--- src/rtl/rxring_pkg.sv ---
package rxring_pkg;
   localparam int OWN_BIT      = 31;
   localparam int RING_END_BIT = 30;
   localparam int STAT_W       = RING_END_BIT;
   localparam int NFLAG        = 2;

   typedef enum logic [2:0] {
      PH_STOP, PH_FETCH, PH_HOLD, PH_BUSY, PH_SUSP
   } rx_phase_e;

   typedef enum logic [1:0] {
      RS_STOPPED   = 2'd0,
      RS_RUNNING   = 2'd1,
      RS_SUSPENDED = 2'd2
   } run_state_e;
endpackage

--- src/rtl/rxring_addr.sv ---
module rxring_addr #(
   parameter int AW         = 32,
   parameter int DESC_BYTES = 16
) (
   input  logic          clk,
   input  logic          rst_n,
   input  logic [AW-1:0] base,
   input  logic          load_base,
   input  logic          advance,
   input  logic          ring_end,
   output logic [AW-1:0] cur_addr
);
   localparam logic [AW-1:0] STEP = AW'(DESC_BYTES);

   if (DESC_BYTES < 4 || (DESC_BYTES & (DESC_BYTES - 1)) != 0) begin : g_bad_step
      $error("rxring_addr: DESC_BYTES must be a power of two of at least 4");
   end
   if (AW < 8) begin : g_bad_aw
      $error("rxring_addr: AW must be at least 8");
   end

   always_ff @(posedge clk or negedge rst_n) begin
      if (!rst_n)         cur_addr <= '0;
      else if (load_base) cur_addr <= base;
      else if (advance)   cur_addr <= ring_end ? base : cur_addr + STEP;
   end

   assert_step_R6 : assert property (@(posedge clk) disable iff (!rst_n)
      (advance && !ring_end && !load_base) |=> cur_addr == $past(cur_addr) + STEP);
   assert_wrap_R6 : assert property (@(posedge clk) disable iff (!rst_n)
      (advance && ring_end && !load_base) |=> cur_addr == $past(base));
endmodule

--- src/rtl/rxring_flags.sv ---
module rxring_flags #(
   parameter int N = 2
) (
   input  logic         clk,
   input  logic         rst_n,
   input  logic [N-1:0] set,
   input  logic [N-1:0] clr,
   output logic [N-1:0] flags
);
   for (genvar i = 0; i < N; i++) begin : g_flag
      always_ff @(posedge clk or negedge rst_n) begin
         if (!rst_n)      flags[i] <= 1'b0;
         else if (set[i]) flags[i] <= 1'b1;
         else if (clr[i]) flags[i] <= 1'b0;
      end

      assert_w1c_R12 : assert property (@(posedge clk) disable iff (!rst_n)
         (clr[i] && !set[i]) |=> !flags[i]);
      assert_sticky_R12 : assert property (@(posedge clk) disable iff (!rst_n)
         (flags[i] && !clr[i]) |=> flags[i]);
   end
endmodule

--- src/rtl/rxring_fsm.sv ---
module rxring_fsm
   import rxring_pkg::*;
#(
   parameter int AW = 32
) (
   input  logic              clk,
   input  logic              rst_n,
   input  logic              cfg_start,
   input  logic              poll_demand,
   input  logic              frm_start,
   input  logic              frm_buf_end,
   input  logic              frm_done,
   input  logic [STAT_W-1:0] frm_status,
   input  logic              rd_valid,
   input  logic              desc_own,
   input  logic              desc_end,
   input  logic [AW-1:0]     cur_addr,
   output logic              load_base,
   output logic              advance,
   output logic              ring_end,
   output logic              set_rbu,
   output logic              set_drop,
   output logic              rd_req,
   output logic              frm_accept,
   output logic              frm_drop,
   output logic              cls_req,
   output logic [AW-1:0]     cls_addr,
   output logic [31:0]       cls_status,
   output logic [1:0]        run_state
);
   rx_phase_e ph_q, ph_d;
   logic pend_q, pend_d, mid_q, mid_d, fs_q, fs_d, end_d;
   logic rdreq_d, acc_d, drop_d, cls_d;

   always_comb begin
      ph_d = ph_q;  pend_d = pend_q;  mid_d = mid_q;  fs_d = fs_q;  end_d = ring_end;
      rdreq_d = 1'b0;  acc_d = 1'b0;  drop_d = 1'b0;  cls_d = 1'b0;
      set_rbu = 1'b0;  set_drop = 1'b0;  load_base = 1'b0;  advance = 1'b0;
      unique case (ph_q)
         PH_STOP: if (cfg_start) begin
            load_base = 1'b1;  rdreq_d = 1'b1;  ph_d = PH_FETCH;
            pend_d = 1'b0;  mid_d = 1'b0;  fs_d = 1'b0;
         end
         PH_FETCH: begin
            if (frm_start) pend_d = 1'b1;
            if (rd_valid) begin
               end_d = desc_end;
               if (desc_own) begin
                  if (mid_q)       ph_d = PH_BUSY;
                  else if (pend_d) begin acc_d = 1'b1; ph_d = PH_BUSY; end
                  else             ph_d = PH_HOLD;
               end else begin
                  set_rbu = !fs_q;
                  if (pend_d || mid_q) begin drop_d = 1'b1; set_drop = 1'b1; end
                  ph_d = PH_SUSP;
               end
               pend_d = 1'b0;
            end
         end
         PH_HOLD:
            if (frm_start)       begin acc_d = 1'b1; ph_d = PH_BUSY; end
            else if (!cfg_start) ph_d = PH_STOP;
         PH_BUSY:
            if (frm_done || frm_buf_end) begin
               cls_d = 1'b1;  advance = 1'b1;  pend_d = 1'b0;  fs_d = 1'b0;
               mid_d = !frm_done;
               if (!frm_done || cfg_start) begin rdreq_d = 1'b1; ph_d = PH_FETCH; end
               else ph_d = PH_STOP;
            end
         PH_SUSP:
            if (frm_start || poll_demand) begin
               rdreq_d = 1'b1;  ph_d = PH_FETCH;  fs_d = 1'b1;
               pend_d = frm_start;  mid_d = 1'b0;
            end else if (!cfg_start) ph_d = PH_STOP;
         default: ph_d = PH_STOP;
      endcase
   end

   always_ff @(posedge clk or negedge rst_n) begin
      if (!rst_n) begin
         ph_q <= PH_STOP;  pend_q <= 1'b0;  mid_q <= 1'b0;  fs_q <= 1'b0;  ring_end <= 1'b0;
         rd_req <= 1'b0;  frm_accept <= 1'b0;  frm_drop <= 1'b0;  cls_req <= 1'b0;
         cls_addr <= '0;  cls_status <= '0;
      end else begin
         ph_q <= ph_d;  pend_q <= pend_d;  mid_q <= mid_d;  fs_q <= fs_d;  ring_end <= end_d;
         rd_req <= rdreq_d;  frm_accept <= acc_d;  frm_drop <= drop_d;  cls_req <= cls_d;
         if (cls_d) begin
            cls_addr   <= cur_addr;
            cls_status <= {1'b0, ring_end, frm_status};
         end
      end
   end

   always_comb begin
      if (ph_q == PH_STOP)                            run_state = RS_STOPPED;
      else if (ph_q == PH_SUSP || (ph_q == PH_FETCH && fs_q)) run_state = RS_SUSPENDED;
      else                                            run_state = RS_RUNNING;
   end

   assert_req_single_R2 : assert property (@(posedge clk) disable iff (!rst_n)
      rd_req |=> !rd_req);
   assert_one_verdict_R8 : assert property (@(posedge clk) disable iff (!rst_n)
      !(frm_accept && frm_drop));
   assert_refetch_same_R8 : assert property (@(posedge clk) disable iff (!rst_n)
      (ph_q == PH_SUSP && frm_start) |=> (rd_req && cur_addr == $past(cur_addr)));
   assert_stop_no_fetch_R11 : assert property (@(posedge clk) disable iff (!rst_n)
      (ph_q == PH_STOP && !cfg_start) |=> !rd_req);
   assert_hold_no_fetch_R4 : assert property (@(posedge clk) disable iff (!rst_n)
      (ph_q == PH_HOLD && frm_start) |=> (frm_accept && !rd_req));
endmodule

--- src/rtl/rxring_ctrl.sv ---
module rxring_ctrl
   import rxring_pkg::*;
#(
   parameter int AW         = 32,
   parameter int DESC_BYTES = 16
) (
   input  logic              clk,
   input  logic              rst_n,
   input  logic              cfg_start,
   input  logic [AW-1:0]     cfg_base,
   input  logic              poll_demand,
   input  logic              frm_start,
   input  logic              frm_buf_end,
   input  logic              frm_done,
   input  logic [STAT_W-1:0] frm_status,
   output logic              frm_accept,
   output logic              frm_drop,
   output logic              rd_req,
   output logic [AW-1:0]     rd_addr,
   input  logic              rd_valid,
   input  logic [31:0]       rd_data,
   output logic              cls_req,
   output logic [AW-1:0]     cls_addr,
   output logic [31:0]       cls_status,
   input  logic [NFLAG-1:0]  flag_clr,
   output logic [NFLAG-1:0]  flags,
   output logic [1:0]        run_state
);
   logic load_base, advance, ring_end, set_rbu, set_drop;
   logic [AW-1:0] cur_addr;
   logic unused_desc_bits;

   assign unused_desc_bits = ^rd_data[RING_END_BIT-1:0];
   assign rd_addr = cur_addr;

   rxring_addr #(.AW(AW), .DESC_BYTES(DESC_BYTES)) u_addr (
      .clk(clk), .rst_n(rst_n), .base(cfg_base), .load_base(load_base),
      .advance(advance), .ring_end(ring_end), .cur_addr(cur_addr));

   rxring_fsm #(.AW(AW)) u_fsm (
      .clk(clk), .rst_n(rst_n), .cfg_start(cfg_start), .poll_demand(poll_demand),
      .frm_start(frm_start), .frm_buf_end(frm_buf_end), .frm_done(frm_done),
      .frm_status(frm_status), .rd_valid(rd_valid),
      .desc_own(rd_data[OWN_BIT]), .desc_end(rd_data[RING_END_BIT]),
      .cur_addr(cur_addr), .load_base(load_base), .advance(advance), .ring_end(ring_end),
      .set_rbu(set_rbu), .set_drop(set_drop), .rd_req(rd_req),
      .frm_accept(frm_accept), .frm_drop(frm_drop), .cls_req(cls_req),
      .cls_addr(cls_addr), .cls_status(cls_status), .run_state(run_state));

   rxring_flags #(.N(NFLAG)) u_flags (
      .clk(clk), .rst_n(rst_n), .set({set_drop, set_rbu}), .clr(flag_clr), .flags(flags));
endmodule

--- config.mk ---
export PLATFORM = sky130hd
export DESIGN_NAME = rxring_ctrl
export DESIGN_NICKNAME = d
export VERILOG_FILES = /design/src/rtl/rxring_pkg.sv /design/src/rtl/rxring_addr.sv /design/src/rtl/rxring_flags.sv /design/src/rtl/rxring_fsm.sv /design/src/rtl/rxring_ctrl.sv
export SDC_FILE = /design/constraint.sdc
export NUM_CORES = 1
export LEC_CHECK = 0
export ABC_AREA = 1
export BUFFER_PORTS_ARGS = -buffer_cell sky130_fd_sc_hd__clkbuf_2
export CAP_MARGIN = 20
export CORE_UTILIZATION = 35
export CTS_CLUSTER_SIZE = 25
export DETAILED_ROUTE_END_ITERATION = 10
export SYNTH_ARGS = -nofsm -noshare
export SYNTH_HDL_FRONTEND = slang
export SYNTH_HIERARCHICAL = 1
export SYNTH_SLANG_ARGS = --single-unit
--- constraint.sdc ---
create_clock -name clk -period 1.55 [get_ports clk]
set_input_delay 0.155 -clock clk [delete_from_list [all_inputs] [get_ports clk]]
set_output_delay 0.155 -clock clk [all_outputs]
set_load 0.05 [all_outputs]
# ---- Yosys cells after proc, flatten, opt, wreduce, memory -nomap -nowiden
# Cells that the tools add are included.
dict set report classes {
  add_sub_neg 1
  n_eq_ne 8
  mux 53
  n_reduce_logical 18
}
# op count
set ops {}
lappend ops {{two-way mux 32 bit} 3}
lappend ops {{two-way mux 1 bit} 34}
lappend ops {{adder 32 x 5 -> 32 bit (second input constant)} 1}
lappend ops {{two-way mux 3 bit} 8}
lappend ops {{one-hot mux 3 bit (5 select lines)} 1}
lappend ops {{one-hot mux 1 bit (3 select lines)} 3}
lappend ops {{AND reduction 4 bit} 2}
lappend ops {{equality test 3 x 2 -> 1 bit (second input constant)} 2}
lappend ops {{nonzero test 2 bit} 3}
lappend ops {{logical OR 1 bit} 5}
lappend ops {{two-way mux 2 bit} 2}
lappend ops {{!= test 2 x 1 -> 1 bit (second input constant)} 2}
lappend ops {{!= test 2 bit (second input constant)} 2}
lappend ops {{one-hot mux 1 bit (4 select lines)} 1}
lappend ops {{nonzero test 4 bit} 1}
lappend ops {{equality test 3 x 1 -> 1 bit (second input constant)} 1}
lappend ops {{equality test 3 bit (second input constant)} 1}
lappend ops {{zero test 3 bit} 1}
lappend ops {{AND reduction 3 bit} 1}
lappend ops {{nonzero test 3 bit} 1}
lappend ops {{zero test 1 bit} 2}
lappend ops {{one-hot mux 1 bit (2 select lines)} 1}
lappend ops {{AND reduction 2 bit} 1}
lappend ops {{logical AND 1 bit} 1}
dict set report totals {
  reg_bits 108
  inputBits 104
}

# ---- Depth between registers and ports, before layout
dict set report logic_depth {
  word_depth 8
  depth_mapped 12
}

# ---- Hierarchy
# The synthesis kept the hierarchy.
# module n_inst cells_per_inst area_each_um2 seq_area_each_um2
set by_module_without_submodules {}
lappend by_module_without_submodules {rxring_fsm 1 357 3101.7 1851.8}
lappend by_module_without_submodules {rxring_addr 1 344 2217.1 800.8}
lappend by_module_without_submodules {rxring_flags 1 10 80.1 50.0}

# ---- Worst setup path before layout
# No wires, ideal clock.
dict set report synth_timing {
  path_kind {reg-to-reg}
  startpoint {register u_addr.cur_addr[5]}
  endpoint {register u_addr.cur_addr[24]}
  setup_ns 0.122
  arrival_ns 1.662
  required_time_ns 1.428
  setup_slack_ns -0.234
  path_stages_with_launch 9
  n_path_buf 0
  period_less_slack_ns 1.784
  cell_sequence {dfrtp_1 > ha_1 > nand2_2 > nor2_4 > nand3b_1 > nor2_4 > nand3_1 > nand3_1 > nand2_1}
}
dict set report synth_between {
  elab_chain_len 4
}
# item line_no
set synth_rtl {}
lappend synth_rtl {{from (decl)} rxring_addr.sv:11} ;# output logic [AW-1:0] cur_addr
lappend synth_rtl {{from (signal assigned)} rxring_addr.sv:24} ;# else if (load_base) cur_addr <= base;
lappend synth_rtl {{from (signal assigned)} rxring_addr.sv:25} ;# else if (advance) cur_addr <= ring_end ? base : cur_addr + STEP;
lappend synth_rtl {{adder 32 x 5 -> 32 bit} rxring_addr.sv:25}
lappend synth_rtl {{two-way mux 32 bit (2 in series)} rxring_addr.sv:25}
lappend synth_rtl {{two-way mux 32 bit} rxring_addr.sv:24}
# No other way between the ends. The select of a mux whose other input is x is not followed.
# A chain may end at the register's enable or synchronous reset.

# ---- Final worst setup path
dict set report layout_timing {
  startpoint {register u_fsm.ph_q[2]}
  endpoint {output run_state[0]}
}
dict set report layout_between {
  elab_chain_len 5
  elab_cells_between_ends 7
}
# item line_no
set layout_rtl {}
lappend layout_rtl {{from (decl)} rxring_fsm.sv:31} ;# rx_phase_e ph_q, ph_d;
lappend layout_rtl {{from (signal assigned)} rxring_fsm.sv:85} ;# ph_q <= ph_d; pend_q <= pend_d; mid_q <= mid_d; fs_q <= fs_d; ring_end <= end_d;
lappend layout_rtl {{equality test 3 x 1 -> 1 bit} rxring_fsm.sv:96} ;# else if (ph_q == PH_SUSP || (ph_q == PH_FETCH && fs_q)) run_state = RS_SUSPENDED;
lappend layout_rtl {{logical AND 1 bit} rxring_fsm.sv:96}
lappend layout_rtl {{logical OR 1 bit} rxring_fsm.sv:96}
lappend layout_rtl {{two-way mux 2 bit} rxring_fsm.sv:96}
lappend layout_rtl {{two-way mux 2 bit *} rxring_fsm.sv:95} ;# if (ph_q == PH_STOP) run_state = RS_STOPPED;
lappend layout_rtl {{to (decl)} rxring_ctrl.sv:27} ;# output logic [1:0] run_state
# Every way passes the cells marked *; elsewhere a longest branch is shown, timed or not.

==> impl_metrics.env <==
export IMPL_status="complete, no violations"
export IMPL_crit_path_end_kind="output pin"
export IMPL_avgSynthCellArea_um2=7.59
export IMPL_multiInputGateArea_mm2=0.00244
export IMPL_grt_use_met1_pct=27.5
export IMPL_routed_via_density=4.59
export IMPL_synth_cells=711
export IMPL_regArea_mm2=0.00272
export IMPL_grt_use_met2_pct=34.4
export IMPL_holdWs_ps=16.0
export IMPL_finalSetupViolCount=0
export IMPL_cp_start_kind="flop"
export IMPL_grt_busiest_layer="met2"
export IMPL_cts_buffers=9
export IMPL_drv_slew=0
export IMPL_worstSkewPairLatency_ps=360
export IMPL_holdCritPathClass="primary input to flop"
export IMPL_root_buffer="clkbuf_16"
export IMPL_final_cells=1166
export IMPL_synth_main_ff_cell="dfrtp_1"
export IMPL_row_count=45
export IMPL_yosysTopAreaCell="dfrtp_1"
export IMPL_start_util_pct=35.6
export IMPL_final_setup_tns_ps=0
export IMPL_grt_pass1_vias=5043
export IMPL_drive_above_1_share_pct=33.4
export IMPL_dr_pass1_iters=5
export IMPL_yosysMostFrequentCell="nand2_1"
export IMPL_async_flop_share_pct=100
export IMPL_cp_required_ps=1390
export IMPL_drt_iter0_drc=279
export IMPL_seq_area_frac_synth_pct=50.1
export IMPL_synthSimpleGateAreaFrac_pct=36.1
export IMPL_die_width_um=126
export IMPL_worst_ep_arrival_time_ps=1360
export IMPL_synth_adder_area_share_pct=0.232
export IMPL_fin_nets=1078
export IMPL_stdcell_area_mm2=0.00773
export IMPL_grt_antenna_before_repair=0
export IMPL_n_antenna_cell=0
export IMPL_syn_cell_area_mm2=0.00540
export IMPL_fin_skew_ps=7.98
export IMPL_synthTopCellsByArea="dfrtp_1 (50%), nand2_1 (23%), nor2_1 (5.4%)"
export IMPL_path_clk_slew_ps=80
export IMPL_crit_chain="inv_2 -> nand3_4 -> o21ai_2 -> inv_2 -> buf_8"
export IMPL_ys_types=37
export IMPL_hold_viol=0
export IMPL_p_leak_uw=0.00417
export IMPL_dpl_cell_area_mm2=0.00685
export IMPL_synth_compound_area_share_pct=5.84
export IMPL_crit_fanout=4
export IMPL_synth_edf_count=0
export IMPL_crit_top_cell="inv_2"
export IMPL_place_congestion=0.891
export IMPL_period_minus_slack_ps=1520
export IMPL_htree_levels=3
export IMPL_die_h_um=126
export IMPL_synth_top_cell_area_share_pct=50.1
export IMPL_drt_antenna_violating_nets=0
export IMPL_grt_max_degree=44
export IMPL_clock_path_buffers=2
export IMPL_synth_top_family_by_area="simple AND/OR/NAND/NOR gates"
export IMPL_drv_cap=0
export IMPL_hpwl_um=11700
export IMPL_rsz0062_at_grt="true"
export IMPL_max_freq_mhz=658
export IMPL_crit_path_start="u_fsm/ph_q[2]"
export IMPL_grt_util_met3_pct=4.16
export IMPL_crit_type="flop to output pin"
export IMPL_clock_sinks=108
export IMPL_drc=0
export IMPL_min_delay_start="frm_status[26]"
export IMPL_boundaryPins=208
export IMPL_drt_wl_total_um=16200
export IMPL_port_buffers=176
export IMPL_p_per_area_mw_per_mm2=2400
export IMPL_muxShareOfSynthArea_pct=0
export IMPL_synthTopCellsByCount="nand2_1 (331), dfrtp_1 (108), nor2_1 (77), inv_1 (43), nand3_1 (35)"
export IMPL_crit_path_top_delay_cell="dfrtp_1"
export IMPL_synth_xor_area_share_pct=0.487
export IMPL_synth_nets=816
export IMPL_grt_pass1_wl_um=25900
export IMPL_avgRoutedWirePerCell_um=13.9
export IMPL_synth_seq_cells=108
export IMPL_pre_cts_ws_ps=-129
export IMPL_grt_overflow=0
export IMPL_die_area_mm2=0.0159
export IMPL_cts_tree="built"
export IMPL_timing_final_ws_setup_ps=31.2
export IMPL_coreArea_mm2=0.0151
export IMPL_num_fill_cells=1497
export IMPL_r2r_start="u_fsm/ph_q[1]"
export IMPL_ir_drop_mv=1.28
export IMPL_grt_total_usage_pct=20.8
export IMPL_max_stage_delay_ps=420
export IMPL_dp_cells=1105
export IMPL_fin_crit_sh_pct=98.0
export IMPL_area_delta_synth_final_pct=43.2
export IMPL_vias=5351
export IMPL_yosysWarningCount=6
## repair_timing
action,in CTS,in global routing
buffers inserted,2,8
gates cloned,2,0
hold buffers,33,0
gates resized for setup,14,40
pin swaps,2,13
endpoints found under the setup margin,19,33
hold endpoints to repair,140,0
## per-layer routing
layer  vias to the layer above  share of wire, %
met1                      2449                47
met5                         -                 0
met3                        15               4.7
met2                       155                48
li1                       2732                 -
met4                         0               1.1
## logic make-up (layout without fill, tap and decap cells)
kind of cell    count (synthesis)  count (layout)
buf+inv                        72             339
xor+xnor                        3               3
fa+ha+maj                       1               1
flops                         108             108
other cells                     1               1
compound gates                 53              53
simple gates                  473             473
## worst paths after layout
kind	endpoint	slack (ps)	cells past startpoint
worst max-delay path	run_state[0]	30	5
worst min-delay path	u_fsm/cls_status[26]	20	3
worst max register to register	u_addr/cur_addr[12]	30	12
worst min register to register	u_flags/flags[0]	470	2
max in group asynchronous	u_fsm/cls_status[26]	800	3
min in group asynchronous	u_fsm/frm_drop	170	2
## metrics by stage
| step | power, µW | util [%] |
|---|---|---|
| after CTS | 18300 | 49.8 |
| final | 18600 | 51.0 |
| after global placement | 15500 | 45.2 |
| after floorplan | 12400 | - |
| after global routing | 19800 | 51.0 |
| after detailed placement | 15600 | 45.2 |
## flip-flops by register name (all words and copies together) (netlist names), 2 cells and up
register and flops:
u_flags/flags 2, u_fsm/ph_q 3, u_fsm/cls_status 31, u_addr/cur_addr 32, u_fsm/cls_addr 32
## cell type report
cell class                 count  share of cell area [%]
clock buffer                   9                    2.91
timing repair buffer         270                    23.3
sequential                   108                    35.1
multi-input combinational    531                    31.6
clock inverter                 7                    1.07
tap                          188                    3.04
inverter                      51                    2.74
timing repair inverter         2                   0.194
## power breakdown
part | internal [µW] | total, µW | switching, µW | leakage [µW]
clock network | 1160 | 2360 | 1200 | 0.000147
registers | 4120 | 5030 | 915 | 0.00135
logic | 3190 | 11200 | 8020 | 0.00267
## cell usage in the layout (no fill, tap or decap), types with 11 or more instances in the layout
cell type / netlist / routed
nand2_1: 331 / 326
clkbuf_2: 0 / 173
dfrtp_1: 108 / 97
nor2_1: 77 / 71
buf_4: 2 / 49
inv_1: 43 / 38
dlygate4sd3_1: 0 / 33
nand3_1: 35 / 32
o21ai_0: 22 / 17
nand2_2: 12 / 16
dfrtp_2: 0 / 11
## critical path, delay by kind of cell, from the launching register on
| family | cells | cell delay [ps] |
|---|---|---|
| compound gates | 1 | 140 |
| buf+inv | 3 | 320 |
| flops | 1 | 420 |
| simple gates | 1 | 130 |
(Power assumes the default switching activity.)
